===== src/rtl/ctr_pkg.sv =====
package ctr_pkg;

  typedef enum logic [1:0] {
    OP_HALT = 2'd0,
    OP_INC  = 2'd1,
    OP_DEC  = 2'd2,
    OP_JZ   = 2'd3
  } op_e;

  typedef enum logic [2:0] {
    ST_IDLE,
    ST_LOADPC,
    ST_FETCH,
    ST_DECODE,
    ST_OPERAND1,
    ST_OPERAND2,
    ST_EXECUTE,
    ST_HALTED
  } state_e;

endpackage


===== src/rtl/ctr_regfile.sv =====
module ctr_regfile #(
  parameter int DATA_W   = 16,
  parameter int NUM_REGS = 32,
  localparam int ADDR_W  = $clog2(NUM_REGS)
) (
  input  logic              clk,
  input  logic              we,
  input  logic [ADDR_W-1:0] waddr,
  input  logic [DATA_W-1:0] wdata,
  input  logic [ADDR_W-1:0] raddr_a,
  output logic [DATA_W-1:0] rdata_a,
  input  logic [ADDR_W-1:0] raddr_b,
  output logic [DATA_W-1:0] rdata_b
);

  // No reset on the array so it maps onto block RAM; reads are read-first.
  logic [DATA_W-1:0] mem [NUM_REGS];

  always_ff @(posedge clk) begin
    if (we) mem[waddr] <= wdata;
    rdata_a <= mem[raddr_a];
    rdata_b <= mem[raddr_b];
  end

endmodule


===== src/rtl/ctr_seq.sv =====
module ctr_seq
  import ctr_pkg::*;
#(
  parameter int DATA_W   = 16,
  parameter int NUM_REGS = 32,
  parameter int PC_ADDR  = 1,
  localparam int ADDR_W  = $clog2(NUM_REGS)
) (
  input  logic              clk,
  input  logic              rst,
  input  logic              start,
  output logic [ADDR_W-1:0] rd_addr,
  input  logic [DATA_W-1:0] rd_data,
  output logic              we,
  output logic [ADDR_W-1:0] wr_addr,
  output logic [DATA_W-1:0] wr_data,
  output logic              running,
  output logic              halted,
  output logic              error
);

  localparam logic [DATA_W-1:0] MAX_OP = DATA_W'(3);
  localparam logic [ADDR_W-1:0] PC_REG = ADDR_W'(PC_ADDR);

  state_e            state;
  op_e               op_q;
  logic [DATA_W-1:0] pc_q;
  logic [ADDR_W-1:0] reg_q;
  logic              zero_q;

  logic [DATA_W-1:0] pc_plus1, pc_plus2, pc_plus3;
  assign pc_plus1 = pc_q + DATA_W'(1);
  assign pc_plus2 = pc_q + DATA_W'(2);
  assign pc_plus3 = pc_q + DATA_W'(3);

  assign running = (state != ST_IDLE) && (state != ST_HALTED);

  // One array access per state: a read issued here returns data in the next state.
  always_comb begin
    rd_addr = '0;
    we      = 1'b0;
    wr_addr = reg_q;
    wr_data = '0;
    case (state)
      ST_LOADPC:   rd_addr = PC_REG;
      ST_FETCH:    rd_addr = rd_data[ADDR_W-1:0];
      ST_DECODE:   rd_addr = pc_plus1[ADDR_W-1:0];
      ST_OPERAND1: rd_addr = rd_data[ADDR_W-1:0];
      ST_OPERAND2: begin
        rd_addr = pc_plus2[ADDR_W-1:0];
        if (op_q != OP_JZ) begin
          we      = 1'b1;
          wr_addr = reg_q;
          if (op_q == OP_INC)        wr_data = rd_data + DATA_W'(1);
          else if (rd_data == '0)    wr_data = '0;
          else                       wr_data = rd_data - DATA_W'(1);
        end
      end
      ST_EXECUTE: begin
        we      = 1'b1;
        wr_addr = PC_REG;
        if (op_q == OP_JZ) wr_data = zero_q ? rd_data : pc_plus3;
        else               wr_data = pc_plus2;
      end
      default: ;
    endcase
  end

  always_ff @(posedge clk) begin
    if (rst) begin
      state  <= ST_IDLE;
      op_q   <= OP_HALT;
      pc_q   <= '0;
      reg_q  <= '0;
      zero_q <= 1'b0;
      halted <= 1'b0;
      error  <= 1'b0;
    end else begin
      case (state)
        ST_IDLE, ST_HALTED: begin
          if (start) begin
            state  <= ST_LOADPC;
            halted <= 1'b0;
            error  <= 1'b0;
          end
        end
        ST_LOADPC: state <= ST_FETCH;
        ST_FETCH: begin
          pc_q  <= rd_data;
          state <= ST_DECODE;
        end
        ST_DECODE: begin
          if (rd_data == '0) begin
            halted <= 1'b1;
            state  <= ST_HALTED;
          end else if (rd_data > MAX_OP) begin
            halted <= 1'b1;
            error  <= 1'b1;
            state  <= ST_HALTED;
          end else begin
            op_q  <= op_e'(rd_data[1:0]);
            state <= ST_OPERAND1;
          end
        end
        ST_OPERAND1: begin
          reg_q <= rd_data[ADDR_W-1:0];
          state <= ST_OPERAND2;
        end
        ST_OPERAND2: begin
          zero_q <= (rd_data == '0);
          state  <= ST_EXECUTE;
        end
        ST_EXECUTE: state <= ST_LOADPC;
        default:    state <= ST_IDLE;
      endcase
    end
  end

  // no array write from the sequencer while stopped (preload owns the port)
  a_r2_quiet_when_stopped: assert property (@(posedge clk) disable iff (rst)
    !running |-> !we);

  // a stop is held until the next start
  a_r7_halt_sticky: assert property (@(posedge clk) disable iff (rst)
    (halted && !start) |=> halted);

  // stopping never follows a write, so the counter word stays at the stop address
  a_r7_halt_no_write: assert property (@(posedge clk) disable iff (rst)
    $rose(halted) |-> !$past(we));

  // an error always comes with a stop
  a_r8_error_halts: assert property (@(posedge clk) disable iff (rst)
    error |-> halted);

endmodule


===== src/rtl/ctr_prog_interp.sv =====
module ctr_prog_interp #(
  parameter int DATA_W   = 16,
  parameter int NUM_REGS = 32,
  parameter int PC_ADDR  = 1,
  localparam int ADDR_W  = $clog2(NUM_REGS)
) (
  input  logic              clk,
  input  logic              rst,
  input  logic              load_en,
  input  logic [ADDR_W-1:0] load_addr,
  input  logic [DATA_W-1:0] load_data,
  input  logic              start,
  input  logic [ADDR_W-1:0] dbg_addr,
  output logic [DATA_W-1:0] dbg_data,
  output logic              halted,
  output logic              error
);

  logic [ADDR_W-1:0] seq_raddr, seq_waddr, mem_waddr;
  logic [DATA_W-1:0] seq_rdata, seq_wdata, mem_wdata;
  logic              seq_we, mem_we, running;

  // The host preload writes only while the sequencer is stopped.
  assign mem_we    = seq_we | (load_en & ~running);
  assign mem_waddr = seq_we ? seq_waddr : load_addr;
  assign mem_wdata = seq_we ? seq_wdata : load_data;

  ctr_regfile #(
    .DATA_W  (DATA_W),
    .NUM_REGS(NUM_REGS)
  ) regs_i (
    .clk    (clk),
    .we     (mem_we),
    .waddr  (mem_waddr),
    .wdata  (mem_wdata),
    .raddr_a(seq_raddr),
    .rdata_a(seq_rdata),
    .raddr_b(dbg_addr),
    .rdata_b(dbg_data)
  );

  ctr_seq #(
    .DATA_W  (DATA_W),
    .NUM_REGS(NUM_REGS),
    .PC_ADDR (PC_ADDR)
  ) seq_i (
    .clk    (clk),
    .rst    (rst),
    .start  (start),
    .rd_addr(seq_raddr),
    .rd_data(seq_rdata),
    .we     (seq_we),
    .wr_addr(seq_waddr),
    .wr_data(seq_wdata),
    .running(running),
    .halted (halted),
    .error  (error)
  );

endmodule


===== config.mk =====
export PLATFORM = sky130hd
export DESIGN_NAME = ctr_prog_interp
export DESIGN_NICKNAME = d
export VERILOG_FILES = /design/src/rtl/ctr_pkg.sv /design/src/rtl/ctr_regfile.sv /design/src/rtl/ctr_seq.sv /design/src/rtl/ctr_prog_interp.sv
export SDC_FILE = /design/constraint.sdc
export NUM_CORES = 1
export LEC_CHECK = 0
export BUFFER_PORTS_ARGS = -buffer_cell sky130_fd_sc_hd__buf_4
export CAP_MARGIN = 40
export CELL_PAD_IN_SITES_DETAIL_PLACEMENT = 0
export CELL_PAD_IN_SITES_GLOBAL_PLACEMENT = 2
export CORE_ASPECT_RATIO = 0.75
export CORE_MARGIN = 3
export CORE_UTILIZATION = 43
export CTS_BUF_LIST = sky130_fd_sc_hd__clkbuf_8
export CTS_CLUSTER_DIAMETER = 50
export DETAILED_ROUTE_END_ITERATION = 10
export GPL_TIMING_DRIVEN = 0
export PLACE_DENSITY = 0.82
export SYNTH_ARGS = -nofsm -noshare
export SYNTH_HDL_FRONTEND = slang
export SYNTH_SLANG_ARGS = --single-unit

===== constraint.sdc =====
create_clock -name clk -period 3.9 [get_ports clk]
set_clock_uncertainty 0.2 [all_clocks]
set_input_delay 0.39 -clock clk [delete_from_list [all_inputs] [get_ports clk]]
set_output_delay 0.39 -clock clk [all_outputs]
set_load 0.03 [all_outputs]

==> out/summary.txt, run 1 <==
Pin count of the biggest net entering global routing: 33
Residual overflow from global routing: 0
Total area of multi-input combinational cells: 10,900 µm²
# H-tree levels: 3
Headroom to the max-slew limit: 0.329
Setup-violating endpoint count in the final report: 0
Number of synthesized register bits: 573
Worst Max-Slew Pin Slew: 1010 ps
Fin crit share: 0.995
Startpoint-to-endpoint class of the critical path: flop to flop
Number of synthesized flops with an enable pin: 512
Clock Sinks: 573
Antenna violations before repair: 4
Post-synthesis cell count: 2,010
Ys Warns: 0
Final estimated routing congestion in global placement: 0.939
Antenna diode instance count: 0
Final net count: 2,277
Input/output buffers: 42
CP required: 4200 ps
Leakage Power: 11.0 nW
Area Overhead vs Synth: 18.1%
Vias in the first global route: 19,769
Syn_area_per_cell: 13.8 µm²
Mean number of vias per cell: 6.49
WHS: 66.2 ps
Register cell area after layout: 16,600 µm²
Clock period minus worst slack: 3880 ps
RSZ-0062 raised after global routing: no
Final WL: 102,000 µm
Total CTS buffers: 92
Overall power: 16.4 mW
HPWL after detailed placement: 76,000 µm
Post-place setup slack: -973 ps
Initial Util: 0.436
Bufs on Longest Clock Path: 3
Global-route wire length before repair: 143,000 µm
Clock input transition at the sequential cells of the worst setup and hold paths: 70 ps
Cell area after technology mapping: 27,800 µm²
Synth async-reset ratio: 0
Final Worst Setup Slack: 19.8 ps
Pins Over Slew Limit: 0
Core Region: 63,800 µm²
Type of the most critical hold path: input pin to flop
Cell type contributing the most total cell area after synthesis: sky130_fd_sc_hd__edfxtp_1
Number of DRC violations after detailed routing: 0
Worst vdd ir: 307 µV
Max-cap violations: 0
Power per Cell Area: 499 nW/µm²
Leading register cell type out of synthesis: sky130_fd_sc_hd__edfxtp_1
Via count: 20,629
Unique cell type count in the Yosys netlist: 74
Sequential share of the synthesized area: 0.597
Outcome: finished clean
Critical path fanouts, max: 10
Yosys top cell area share: 0.553
Highest Clock Rate: 258 MHz
Fill cells: 5,366
All-Layer GR Usage: 0.299
Crit path DAT: 4180 ps
Total die area: 67,700 µm²
Number of hold violations in the final report: 0
Number of DRC violations after detailed-routing iteration 0: 3,154
Die outline height: 226 µm
Iteration count of the initial detailed-routing pass: 6
Top cell types by occurrence after synthesis: 512 x sky130_fd_sc_hd__edfxtp_1, 303 x sky130_fd_sc_hd__nand2_1, 160 x sky130_fd_sc_hd__mux4_2
Top post-synthesis cells by area: sky130_fd_sc_hd__edfxtp_1 55%, sky130_fd_sc_hd__mux4_2 13%, sky130_fd_sc_hd__mux2i_1 4.8%
Placement Rows: 80
Count of boundary I/O pins: 48
Critical Path Start Type: flop
Most used standard cell by instance count after synthesis: sky130_fd_sc_hd__edfxtp_1
Clock root buffer: sky130_fd_sc_hd__clkbuf_8
CTS tree: built
Post-DRT Antenna Nets: 0
Total setup buffers inserted after CTS: 0
Average wire per cell in the routed design: 32.1 µm
Chip width: 300 µm
Worst-Skew Late Latency: 710 ps
Final Util: 0.515
Nets in the synthesized netlist: 2,046
Worst setup EP type: flop
Share of layout cells above drive strength 1: 0.255
-- power by group --
part           internal (mW)  switching (mW)  leakage [nW]
Sequential              6.91           0.252          5.11
Clock                   2.53            2.50          1.05
Combinational           1.35            2.84          4.81
-- sequential cells by signal (all words and copies together) (netlist names) --
| register | flops |
|---|---|
| seq_i.error | 1 |
| seq_i.reg_q | 5 |
| regs_i.rdata_a | 16 |
| seq_i.pc_q | 16 |
| regs_i.mem | 512 |
| regs_i.rdata_b | 16 |
| seq_i.state | 3 |
| seq_i.op_q | 2 |
| seq_i.zero_q | 1 |
| seq_i.halted | 1 |
-- path summary, 6_finish.rpt --
kind,startpoint,end,slack [ps],cells after the start
max,seq_i.pc_q[0],regs_i.rdata_a[8],20,12
min,load_data[6],regs_i.mem[0][6],70,3
max reg2reg,seq_i.pc_q[0],regs_i.rdata_a[8],20,12
min reg2reg,seq_i.halted,seq_i.halted,300,2
-- logic make-up (layout without fill, tap and decap cells) --
logic type | Yosys count | after routing | share of synthesized area
simple gates | 611 | 611 | 0.100
flops | 573 | 573 | 0.597
mux | 320 | 320 | 0.188
compound gates | 307 | 307 | 0.0752
buf+inv | 157 | 466 | 0.0250
xor+xnor | 36 | 36 | 0.0113
fa+ha+maj | 6 | 6 | 0.00270
-- repair_timing --
action / CTS / global route
hold endpoints to repair: 27 / 0
hold buffers: 4 / 0
setup endpoints to repair: 242 / 435
pin swaps: 0 / 2
gates cloned: 0 / 0
resized for setup: 44 / 29
-- metal layers --
metal	track usage	share of wire
met5	0	0.00013
met4	0.104	0.036
met3	0.117	0.14
met2	0.411	0.41
met1	0.432	0.41
-- final cells by class --
cell class	count	area share
buffer	137	0.0200
multi-input combinational	1280	0.331
clock buffer	104	0.0436
timing repair buffer	140	0.0542
sequential	573	0.506
inverter	17	0.00194
tap	861	0.0328
clock inverter	68	0.0104
-- worst max-delay path: stages (launching register included) --
cell and delay, ps:
sky130_fd_sc_hd__dfxtp_1 330, sky130_fd_sc_hd__clkbuf_2 200, sky130_fd_sc_hd__inv_1 80, sky130_fd_sc_hd__ha_1 330, sky130_fd_sc_hd__mux2_1 170, sky130_fd_sc_hd__nand3_1 140, sky130_fd_sc_hd__nand2_2 280, sky130_fd_sc_hd__buf_2 350
sky130_fd_sc_hd__clkbuf_2 490, sky130_fd_sc_hd__nor2_1 230, sky130_fd_sc_hd__buf_4 240, sky130_fd_sc_hd__a32oi_1 310, sky130_fd_sc_hd__nand4_1 310
-- layout by cell type (no fill, tap or decap), types with 25 or more instances in the layout --
cell                       synthesis  layout
sky130_fd_sc_hd__inv_1            15      56
sky130_fd_sc_hd__nor2_1           85      50
sky130_fd_sc_hd__dfxtp_1          61      60
sky130_fd_sc_hd__buf_2            39      38
sky130_fd_sc_hd__a31oi_1          32      31
sky130_fd_sc_hd__o22ai_1          66      65
sky130_fd_sc_hd__nand3_1          80      79
sky130_fd_sc_hd__nor3_1           25      25
sky130_fd_sc_hd__mux2i_1         134     134
sky130_fd_sc_hd__clkbuf_1         72      56
sky130_fd_sc_hd__and3_1           36      36
sky130_fd_sc_hd__nor2_2            5      29
sky130_fd_sc_hd__mux4_2          160     160
sky130_fd_sc_hd__edfxtp_1        512     512
sky130_fd_sc_hd__mux2_2           25      25
sky130_fd_sc_hd__buf_8             0      48
sky130_fd_sc_hd__buf_4             3      60
sky130_fd_sc_hd__a21oi_1          41      39
sky130_fd_sc_hd__o21ai_0          45      36
sky130_fd_sc_hd__clkbuf_8          0     104
sky130_fd_sc_hd__nand2_1         303     299
-- through the flow --
step	cells	cell area [µm²]	setup TNS, ps
finish	3180	32800	0
global route	3180	32800	0
CTS	3183	32800	-143
detailed placement	3007	30800	-22080
global placement	2913	29200	-974310
floorplan	2010	27800	0
(Power assumes the default switching activity.)
==> run 2, diff against run 1 <==
==> constraint.sdc (replaced) <==
create_clock -name clk -period 3.9 [get_ports clk]
set_clock_uncertainty 0.2 [all_clocks]
set_input_delay 0.585 -clock clk [delete_from_list [all_inputs] [get_ports clk]]
set_output_delay 0.585 -clock clk [all_outputs]
set_load 0.03 [all_outputs]
==> out/summary.txt, run 2 (synthesis gave the netlist of run 1 again) <==
Highest Clock Rate: 258 MHz (about the same)
Leakage Power: 11.0 nW (-0.15%)
Antenna violations before repair: 4 (unchanged)
Total CTS buffers: 92 (unchanged)
Critical path fanouts, max: 10 (unchanged)
Most frequent cells in the layout: 512 x sky130_fd_sc_hd__edfxtp_1, 299 x sky130_fd_sc_hd__nand2_1, 160 x sky130_fd_sc_hd__mux4_2
All-Layer GR Usage: 0.299 (about the same)
Total die area: 67,700 µm² (unchanged)
CTS tree: built
Final estimated routing congestion in global placement: 0.939 (unchanged)
Max-cap violations: 0 (unchanged)
Global-route wire length before repair: 143,000 µm (about the same)
Final Util: 0.514 (-0.000609)
Number of hold violations in the final report: 0 (unchanged)
Clock period minus worst slack: 3880 ps (+2.18 ps)
Final net count: 2,274 (-0.13%)
Worst vdd ir: 305 µV (-0.54%)
Startpoint-to-endpoint class of the critical path: flop to flop
Iteration count of the initial detailed-routing pass: 6 (unchanged)
Post-DRT Antenna Nets: 0 (unchanged)
Register bank with the most flops: regs_i.mem
Setup-violating endpoint count in the final report: 0 (unchanged)
Number of DRC violations after detailed-routing iteration 0: 3,280 (+4.0%)
Post-place setup slack: -973 ps (unchanged)
Clock Sinks: 573 (unchanged)
Cts-stage hold buffer count: 0 (-4)
Flip-flop count of the largest register, all copies and words added: 512 (unchanged)
Reg2Reg Launch Point: seq_i.pc_q[0]
Power per Cell Area: 499 nW/µm² (about the same)
HPWL after detailed placement: 76,000 µm (unchanged)
Via count: 20,585 (-0.21%)
Worst-Skew Late Latency: 710 ps (about the same)
Residual overflow from global routing: 0 (unchanged)
Vias in the first global route: 19,754 (-0.076%)
Number of DRC violations after detailed routing: 0 (unchanged)
Source of the worst hold timing path: start
Mean number of vias per cell: 6.48 (-0.15%)
Most common cell after layout, fill and taps aside: sky130_fd_sc_hd__edfxtp_1
Clock root buffer: sky130_fd_sc_hd__clkbuf_8
Share of layout cells above drive strength 1: 0.255 (+0.000330)
Pin count of the biggest net entering global routing: 33 (unchanged)
Core Region: 63,800 µm² (unchanged)
Die outline height: 226 µm (unchanged)
Outcome: finished clean
Headroom to the max-slew limit: 0.353 (+0.0244)
RSZ-0062 raised after global routing: no
Pins Over Slew Limit: 0 (unchanged)
Crit path DAT: 4290 ps (+110 ps)
Type of the most critical hold path: input pin to flop
CP required: 4310 ps (+110 ps)
Final Worst Setup Slack: 17.6 ps (-2.18 ps)
Worst Max-Slew Pin Slew: 970 ps (-36.6 ps)
Area Overhead vs Synth: 18.0%
Clock input transition at the sequential cells of the worst setup and hold paths: 60 ps (about the same)
Placement Rows: 80 (unchanged)
Count of boundary I/O pins: 48 (unchanged)
Fin crit share: 0.995 (about the same)
Worst setup EP type: flop
Initial Util: 0.436 (unchanged)
Beginning of the critical path: seq_i.pc_q[0]
# H-tree levels: 3 (unchanged)
Final WL: 102,000 µm (about the same)
Bufs on Longest Clock Path: 3 (unchanged)
Chip width: 300 µm (unchanged)
Average wire per cell in the routed design: 32.1 µm (about the same)
Input/output buffers: 42 (unchanged)
Critical Path Start Type: flop
[run 2: changes by cell type in the layout (fill, tap and decap cells not counted)]
cell                            change
sky130_fd_sc_hd__dlygate4sd3_1      -4
sky130_fd_sc_hd__a221o_1            -1
sky130_fd_sc_hd__a221o_2            +1
sky130_fd_sc_hd__clkbuf_1           +1
sky130_fd_sc_hd__diode_2            +1
sky130_fd_sc_hd__nor4b_1            +1
sky130_fd_sc_hd__nor4b_2            -1
[run 2: final timing paths]
kind | to | slack [ps] | depth (start not counted)
max | regs_i.rdata_a[10] | 20 | 13
min | seq_i.state[0] | 110 | 3
max reg2reg | regs_i.rdata_a[10] | 20 | 13
min reg2reg | seq_i.halted | 300 | 2
[run 2: worst max-delay path: stages, from the launching register on]
cell	delay (ps)
sky130_fd_sc_hd__dfxtp_1	330
sky130_fd_sc_hd__clkbuf_2	200
sky130_fd_sc_hd__inv_1	80
sky130_fd_sc_hd__ha_1	340
sky130_fd_sc_hd__mux2_1	330
sky130_fd_sc_hd__and3_1	240
sky130_fd_sc_hd__nor2_4	300
sky130_fd_sc_hd__buf_4	310
sky130_fd_sc_hd__buf_4	340
sky130_fd_sc_hd__nand2_1	90
sky130_fd_sc_hd__nand3_1	110
sky130_fd_sc_hd__a31oi_2	170
sky130_fd_sc_hd__nor4_1	380
sky130_fd_sc_hd__clkdlybuf4s15_2	330
[run 2: metal layers]
| layer | up-vias | GRT usage | share of wire | wire, µm |
|---|---|---|---|---|
| met5 | - | 0 | 0.00013 | 13 |
| met4 | 2 | 0.103 | 0.036 | 3650 |
| met3 | 214 | 0.117 | 0.15 | 15300 |
| met2 | 1514 | 0.411 | 0.41 | 41600 |
| met1 | 10412 | 0.432 | 0.41 | 41300 |
| li1 | 8443 | - | - | - |
[run 2: cell type report]
cell class | instances | area [µm²]
antenna | 1 | 2.50
buffer | 138 | 661
clock buffer | 104 | 1430
clock inverter | 68 | 343
fill | 5363 | 31000
inverter | 17 | 63.8
multi-input combinational | 1280 | 10900
sequential | 573 | 16600
tap | 861 | 1080
timing repair buffer | 136 | 1740
[run 2: report_power, final]
group / switching (mW) / leakage, nW / internal [mW] / total, mW
combinational: 2.86 / 4.80 / 1.35 / 4.21
sequential: 0.226 / 5.11 / 6.91 / 7.14
clock: 2.49 / 1.05 / 2.52 / 5.02
total: 5.57 / 11.0 / 10.8 / 16.4
[run 2: metrics by stage]
step                      setup TNS (ps)  total power [mW]  hold WS [ps]  instances  instance area [µm²]
after floorplan                        0              9.50           266       2010                27800
after global placement           -974350              11.0           291       2913                29200
after detailed placement          -22080              11.2           296       3007                30800
after CTS                           -143              16.3          60.9       3179                32700
after global routing                   0              16.9           125       3177                32800
final                                  0              16.4           109       3178                32800
[run 2: timing repair]
action                                  4_1_cts  5_1_grt
buffers inserted                              0        0
gates resized for setup                      44       29
pin swaps                                     0        2
endpoints found under the setup margin      242      429
